==> src/rtl/refseq_pkg.sv <==
package refseq_pkg;

    typedef enum logic [1:0] {
        RS_IDLE  = 2'd0,
        RS_DRAIN = 2'd1,
        RS_PRECH = 2'd2,
        RS_RUN   = 2'd3
    } rs_state_e;

endpackage

==> src/rtl/refseq_interval_timer.sv <==
module refseq_interval_timer #(
    parameter int INTERVAL = 780
) (
    input  logic clk,
    input  logic rst_n,
    output logic due_tick
);
    localparam int CW = $clog2(INTERVAL + 1);
    localparam logic [CW-1:0] RELOAD = CW'(INTERVAL - 1);

    logic [CW-1:0] cnt_q;

    // Free-running: reload is independent of refresh progress, so no drift.
    always_ff @(posedge clk) begin
        if (!rst_n) begin
            cnt_q <= RELOAD;
        end else if (cnt_q == '0) begin
            cnt_q <= RELOAD;
        end else begin
            cnt_q <= cnt_q - 1'b1;
        end
    end

    assign due_tick = (cnt_q == '0);

    // due events are spaced, never back to back
    assert_due_spacing_R9: assert property (@(posedge clk) disable iff (!rst_n)
        due_tick |=> !due_tick);

endmodule

==> src/rtl/refseq_run_timer.sv <==
module refseq_run_timer #(
    parameter int RFC_CYCLES = 26
) (
    input  logic clk,
    input  logic rst_n,
    input  logic load,
    input  logic active,
    output logic done
);
    localparam int CW = $clog2(RFC_CYCLES + 1);
    localparam logic [CW-1:0] START = CW'(RFC_CYCLES - 1);

    logic [CW-1:0] cnt_q;

    always_ff @(posedge clk) begin
        if (!rst_n) begin
            cnt_q <= '0;
        end else if (load) begin
            cnt_q <= START;
        end else if (active && cnt_q != '0) begin
            cnt_q <= cnt_q - 1'b1;
        end
    end

    assign done = (cnt_q == '0);

    // a load never completes in the same cycle it is issued
    assert_load_busy_R7: assert property (@(posedge clk) disable iff (!rst_n)
        load |=> (RFC_CYCLES == 1) || !done);

endmodule

==> src/rtl/refseq_fsm.sv <==
module refseq_fsm
    import refseq_pkg::*;
(
    input  logic      clk,
    input  logic      rst_n,
    input  logic      due_tick,
    input  logic      run_done,
    input  logic      acc_busy,
    input  logic      bank_open,
    input  logic      prech_ack,
    output rs_state_e state_q,
    output logic      run_load,
    output logic      block_access,
    output logic      prech_all_req,
    output logic      ref_cmd
);
    rs_state_e state_d;
    logic      owed_q;
    logic      cmd_q;
    logic      start;

    assign start = (state_q == RS_IDLE) && (due_tick || owed_q);

    // State register
    always_ff @(posedge clk) begin
        if (!rst_n) begin
            state_q <= RS_IDLE;
        end else begin
            state_q <= state_d;
        end
    end

    // Next state and run-entry decode
    always_comb begin
        state_d  = state_q;
        run_load = 1'b0;
        unique case (state_q)
            RS_IDLE: begin
                if (start) state_d = RS_DRAIN;
            end
            RS_DRAIN: begin
                if (!acc_busy) begin
                    if (bank_open) begin
                        state_d = RS_PRECH;
                    end else begin
                        state_d  = RS_RUN;
                        run_load = 1'b1;
                    end
                end
            end
            RS_PRECH: begin
                if (prech_ack) begin
                    state_d  = RS_RUN;
                    run_load = 1'b1;
                end
            end
            RS_RUN: begin
                if (run_done) state_d = RS_IDLE;
            end
            default: state_d = RS_IDLE;
        endcase
    end

    // Owed refresh and command strobe registers
    always_ff @(posedge clk) begin
        if (!rst_n) begin
            owed_q <= 1'b0;
            cmd_q  <= 1'b0;
        end else begin
            owed_q <= (owed_q || due_tick) && !start;
            cmd_q  <= run_load;
        end
    end

    // Outputs
    always_comb begin
        block_access  = 1'b1;
        prech_all_req = 1'b0;
        unique case (state_q)
            RS_IDLE:  block_access  = 1'b0;
            RS_DRAIN: prech_all_req = 1'b0;
            RS_PRECH: prech_all_req = 1'b1;
            RS_RUN:   prech_all_req = 1'b0;
            default:  block_access  = 1'b1;
        endcase
        ref_cmd = cmd_q;
    end

    assert_drain_holds_R4: assert property (@(posedge clk) disable iff (!rst_n)
        (state_q == RS_DRAIN && acc_busy) |=> state_q == RS_DRAIN);

    assert_drain_to_prech_R5: assert property (@(posedge clk) disable iff (!rst_n)
        (state_q == RS_DRAIN && !acc_busy && bank_open) |=> state_q == RS_PRECH);

    assert_prech_waits_R6: assert property (@(posedge clk) disable iff (!rst_n)
        (state_q == RS_PRECH && !prech_ack) |=> (state_q == RS_PRECH && prech_all_req));

    assert_cmd_pulse_R7: assert property (@(posedge clk) disable iff (!rst_n)
        ref_cmd |=> !ref_cmd);

    assert_cmd_in_run_R7: assert property (@(posedge clk) disable iff (!rst_n)
        ref_cmd |-> state_q == RS_RUN);

    assert_run_exit_R7: assert property (@(posedge clk) disable iff (!rst_n)
        (state_q == RS_RUN && run_done) |=> state_q == RS_IDLE);

    assert_idle_start_R9: assert property (@(posedge clk) disable iff (!rst_n)
        (state_q == RS_IDLE && due_tick) |=> state_q == RS_DRAIN);

endmodule

==> src/rtl/refresh_sequencer.sv <==
module refresh_sequencer
    import refseq_pkg::*;
#(
    parameter int INTERVAL   = 780,
    parameter int RFC_CYCLES = 26
) (
    input  logic       clk,
    input  logic       rst_n,
    input  logic       acc_busy,
    input  logic       bank_open,
    input  logic       prech_ack,
    output logic       block_access,
    output logic       prech_all_req,
    output logic       ref_cmd,
    output logic [1:0] state_code
);
    logic      due_tick;
    logic      run_load;
    logic      run_done;
    rs_state_e state_q;

    refseq_interval_timer #(.INTERVAL(INTERVAL)) u_interval (
        .clk      (clk),
        .rst_n    (rst_n),
        .due_tick (due_tick)
    );

    refseq_run_timer #(.RFC_CYCLES(RFC_CYCLES)) u_run (
        .clk    (clk),
        .rst_n  (rst_n),
        .load   (run_load),
        .active (state_q == RS_RUN),
        .done   (run_done)
    );

    refseq_fsm u_fsm (
        .clk           (clk),
        .rst_n         (rst_n),
        .due_tick      (due_tick),
        .run_done      (run_done),
        .acc_busy      (acc_busy),
        .bank_open     (bank_open),
        .prech_ack     (prech_ack),
        .state_q       (state_q),
        .run_load      (run_load),
        .block_access  (block_access),
        .prech_all_req (prech_all_req),
        .ref_cmd       (ref_cmd)
    );

    assign state_code = state_q;

    // accesses are blocked whenever a refresh is in progress
    assert_block_nonidle_R8: assert property (@(posedge clk) disable iff (!rst_n)
        (state_code != 2'd0) |-> block_access);

endmodule

==> config.mk <==
export PLATFORM = sky130hd
export DESIGN_NAME = refresh_sequencer
export DESIGN_NICKNAME = d
export VERILOG_FILES = /design/src/rtl/refseq_pkg.sv /design/src/rtl/refseq_interval_timer.sv /design/src/rtl/refseq_run_timer.sv /design/src/rtl/refseq_fsm.sv /design/src/rtl/refresh_sequencer.sv
export SDC_FILE = /design/constraint.sdc
export NUM_CORES = 1
export LEC_CHECK = 0
export BUFFER_PORTS_ARGS = -buffer_cell sky130_fd_sc_hd__buf_4
export CAP_MARGIN = 5
export CORE_AREA = 2 2 44 46
export DETAILED_ROUTE_END_ITERATION = 10
export DIE_AREA = 0 0 46 48
export PLACE_DENSITY = 0.77
export SYNTH_ARGS = -nofsm -noshare
export SYNTH_HDL_FRONTEND = slang
export SYNTH_SLANG_ARGS = --single-unit
==> constraint.sdc <==
create_clock -name clk -period 4.1 [get_ports clk]
set_input_delay 1.025 -clock clk [delete_from_list [all_inputs] [get_ports clk]]
set_output_delay 1.025 -clock clk [all_outputs]
set_load 0.005 [all_outputs]
**Word level (Yosys, flattened, before mapping)**

Cells that the tools add are included.

- Register bits after elaboration: 19
- Input bits: 5
- Output and inout bits: 5
- Logic and storage cells: 43

- $add $sub $neg: 2
- Equality and inequality tests: 7
- Muxes and demuxes: 14
- Bitwise operators: 1
- Reduce and logical (&&, ||, !) cells: 13

Operator list:

| cell | number |
|---|---|
| $logic_not A10 Y1 | 1 |
| $mux W5 | 2 |
| $sub A10 B1 Y10 const B | 1 |
| $mux W2 | 4 |
| $pmux W2 S4 | 1 |
| $mux W1 | 6 |
| $ne A2 B2 Y1 const B | 3 |
| $logic_not A5 Y1 | 1 |
| $reduce_bool A5 Y1 | 1 |
| $sub A5 B1 Y5 const B | 1 |
| $eq A2 B2 Y1 const B | 2 |
| $reduce_and A4 Y1 | 1 |
| $reduce_or A2 Y1 | 2 |
| $logic_and A1 B1 Y1 | 3 |
| $eq A2 B1 Y1 const B | 1 |
| $logic_not A2 Y1 | 1 |
| $ne A2 B1 Y1 const B | 1 |
| $pmux W1 S2 | 1 |
| $reduce_bool A2 Y1 | 1 |
| $logic_not A1 Y1 | 1 |
| $logic_or A1 B1 Y1 | 1 |
| $not A1 Y1 | 1 |

**Logic depth before layout (Yosys ltp)**

- Depth after elaboration: 5
- Gate-level depth with buffers: 6
- Gate-level depth less buffers: 6

**Modules after synthesis**

Synthesis repeated with hierarchy kept, for this count alone.

- Cell total of the unflattened synthesis: 110
- Area, all modules: 1016.0 µm²

Modules (own cells, without submodules):

| module | times used | cells an instance | area each (µm²) | sequential area each (µm²) |
|---|---|---|---|---|
| refseq_interval_timer | 1 | 51 | 461.7 | 200.2 |
| refseq_fsm | 1 | 31 | 295.3 | 80.1 |
| refseq_run_timer | 1 | 27 | 252.7 | 100.1 |
| refresh_sequencer | 1 | 1 | 6.3 | 0.0 |

**Worst setup path before layout**

Ideal clock, no wire load.

- Kind: input to register
- Start point: input port prech_ack
- End point: register u_fsm.state_q[0]
- Setup time: 58 ps
- Arrival time: 1810 ps
- Required time: 4042 ps
- Path slack: 2232 ps
- Cell stages on the path: 4
- Buffers on the path: 0
- Cell sequence: and2b_2 -> a221o_1 -> a21oi_2 -> o221a_2

- Word-level cells in the longest chain between the ends: 2

Ends and longest elaborated chain:

| item | RTL line | source |
|---|---|---|
| from (decl) | refresh_sequencer.sv:11 | `input logic prech_ack,` |
| $ne A2 B2 Y1 (no line) | n/a |  |
| $reduce_and A4 Y1 (no line) | n/a |  |
| to (signal assigned) | refseq_fsm.sv:29 | `state_q <= state_d;` |
| to (decl) | refseq_fsm.sv:11 | `output rs_state_e state_q,` |

No other way between the ends.
A chain may end at the register's enable or synchronous reset.

**Final worst setup path**

- Start point: register u_fsm.state_q[0]
- End point: output port block_access

- Word-level cells in the longest chain between the ends: 2

Ends and longest elaborated chain:

| item | RTL line | source |
|---|---|---|
| $logic_not A2 Y1 | refseq_fsm.sv:79 | `unique case (state_q)` |
| $mux W1 | refseq_fsm.sv:79 |  |
| to (decl) | refresh_sequencer.sv:12 | `output logic block_access,` |

No other way between the ends.

==> results.toml <==
[timing]
finalClockSkew_ps = 4.49
timing.final.crit_share_pct = 57.0
finalCriticalPeriod_ps = 2340
slew-limit-headroom_pct = 64.5
slew_violations = 0
setup_viol = 0
max_freq_ghz = 0.428
setup_tns_ps = 0
whs_ps = 426
rsz0062_at_grt = "no"
worstMarginPinSlew_ps = 528
finalHoldViolations = 0

[clock_network]
cts_buffers = 3
clk_path_buf_depth = 2
clk_pin_slew_worst_paths_ps = 100
cts.sinks = 19
cts_setup_buffers = 0
clock_latency_ps = 290
h-tree-depth = 1
ctsHoldBuffers = 0
cts_root_buf = "clkbuf_4"
tritoncts = "done"
cts-resized-gates = 0

[routing]
final_antenna_net_count = 0
drt-initial-drc-count = 13
wl_per_cell_um = 12.4
drt-vias-per-instance = 5.47
drc = 0
num_vias = 705
first_pass_iters = 4
drt-total-wl_mm = 1.60

[power_and_ir_drop]
switching_power_mw = 0.101
p_leak_nw = 0.408
p_clk_share_pct = 24.6
power.internal_mw = 0.270
peakVddDrop_mv = 0.267
power_density_nw_per_um2 = 369
combPwrFrac_pct = 20.1
p_sw_share_pct = 27.1
p_seq_share_pct = 55.3

[setup_path]
r2r-start = "u_run.cnt_q[0]"
worstRegToRegCells = 6
critPathLaunch = "u_fsm.state_q[0]"
crit_path_start_kind = "register"
reg2reg_to = "u_fsm.state_q[1]"
cp.arrival_ps = 1310
worstSetupPathType = "reg2out"
cp-end-kind = "primary output"
critPathRequiredTime_ps = 3070
rrSetupSlack_ps = 2190
path_max_fanout = 7

[die]
initial_core_util_pct = 52.7
die_h_um = 48
die_w_um = 46
boundaryPins = 10
num_rows = 15
die_area_sq_um = 2210
core_sq_um = 1690

[logic_synthesis]
synth_flop_cell = "dfxtp_1"
yosysUniqueCellTypes = 29
ys_ff_latch = 19
synth_common_cells = "dfxtp_1, nand2_1, nor2_1"
syn_nets = 110
synth_edf_count = 0
yosysSeqAreaShare_pct = 42.8
synth_area_leaders = "dfxtp_1, ha_1, xnor2_1"
synthesis.area_sq_um = 890
synth.most_common_cell = "dfxtp_1"
yosys.area.top_type = "dfxtp_1"
synthCells = 99
async_flop_share_pct = 0
synth_warnings = 0
yosys.area.top_type_share_pct = 42.8
syn_avg_cell_area_sq_um = 8.99

[hold_path]
hp-class = "reg2reg"
min_from = "u_interval.cnt_q[0]"
hold_depth = 1
min_to = "u_interval.cnt_q[0]"

[cells_and_area]
fin_cells = 129
antennaDiodeCount = 0
layout-drive-gt1-share_pct = 15.2
nets = 124
areaGrowthSynthToFinish_pct = 12.9
fill_cells = 160

[placement]
placed_cells = 125
dp_hpwl_mm = 1.24
place.gp.congestion = 0.777
port-buffer-count = 9

[grt]
grt_pass1_wl_mm = 2.62
antenna_found_initial = 0
grt_remaining_overflow = 0
grt_pass1_vias = 604
grt_usage_pct = 16.8
grt_max_degree = 11

[status]
status = "complete, no violations"

[job]
max_cap_viol_count = 0
## per-stage QoR
step / util [%] / area, sq um / total power [mW] / worst slack, ps
detailed placement: 57.9 / 978 / 0.285 / 1980
finish: 59.5 / 1000 / 0.371 / 1760
global placement: 57.9 / 978 / 0.281 / 2040
floorplan: - / 890 / 0.255 / 2230
CTS: 59.5 / 1000 / 0.378 / 1740
global route: 59.5 / 1000 / 0.394 / 1620
## layer usage
layer  vias to the layer above  GRT usage [%]  wire length [um]  share of wire (%)
met5                         -              0                 0                  0
met3                         2           2.26                36                2.2
met1                       327           20.8               761                 48
li1                        366              -                 -                  -
met4                         0           8.57                13               0.81
met2                        10           28.6               789                 49
## how the worst max path moves through the flow
stage	end	slack (ps)	cells after the start
floorplan	u_fsm.state_q[0]	2230	4
global placement	u_run.cnt_q[1]	2040	5
detailed placement	u_run.cnt_q[1]	1980	5
CTS	block_access	1740	4
global route	block_access	1620	4
finish	block_access	1760	4
## cell families (layout without fill, tap and decap cells)
logic type / Yosys count / in the layout / synth area share (%)
xor+xnor: 9 / 9 / 8.86
flops: 19 / 19 / 42.8
fa+ha+maj: 6 / 6 / 8.44
simple gates: 41 / 41 / 24.3
compound gates: 14 / 14 / 10.7
buf+inv: 9 / 22 / 3.80
mux: 1 / 1 / 1.13
## registers in the layout, summed over array words and instances (netlist names)
register and count:
u_fsm.ref_cmd 1, u_interval.cnt_q 10, u_fsm.owed_q 1, u_run.cnt_q 5, u_fsm.state_q 2
## area by class of cell
type / instances / area [sq um] / share of cell area [%]
Inverter: 9 / 33.8 / 3.36
Sequential cell: 19 / 380 / 37.9
Multi-Input combinational cell: 71 / 475 / 47.3
Tap cell: 17 / 21.3 / 2.12
Timing Repair Buffer: 9 / 67.6 / 6.72
Clock buffer: 4 / 26.3 / 2.62
## worst max-delay path: stages (launching register included)
cell and delay [ps]:
dfxtp_1 480, inv_1 100, ha_1 250, inv_1 80, buf_4 110
## power groups by stage
stage / Clock [mW] / Combinational [mW] / Sequential, mW
final: 0.0914 / 0.0746 / 0.205
after global routing: 0.103 / 0.0837 / 0.207
after CTS: 0.0965 / 0.0758 / 0.205
after detailed placement: 0 / 0.0755 / 0.209
after global placement: 0 / 0.0726 / 0.208
after floorplan: 0 / 0.0478 / 0.207
## cells in the final DEF, fill, tap and decap left out, types with 2 or more instances in the layout
master	instances
nor2_1	10
a21oi_1	4
ha_1	6
nor3b_1	3
nor3_1	2
buf_4	9
a31oi_1	2
dfxtp_1	19
nand2_1	10
clkbuf_4	3
xor2_1	3
inv_1	9
nand3_1	6
xnor2_1	6
o21ai_0	2
nor4_1	2
No activity file was read; power rests on OpenSTA's default activity.
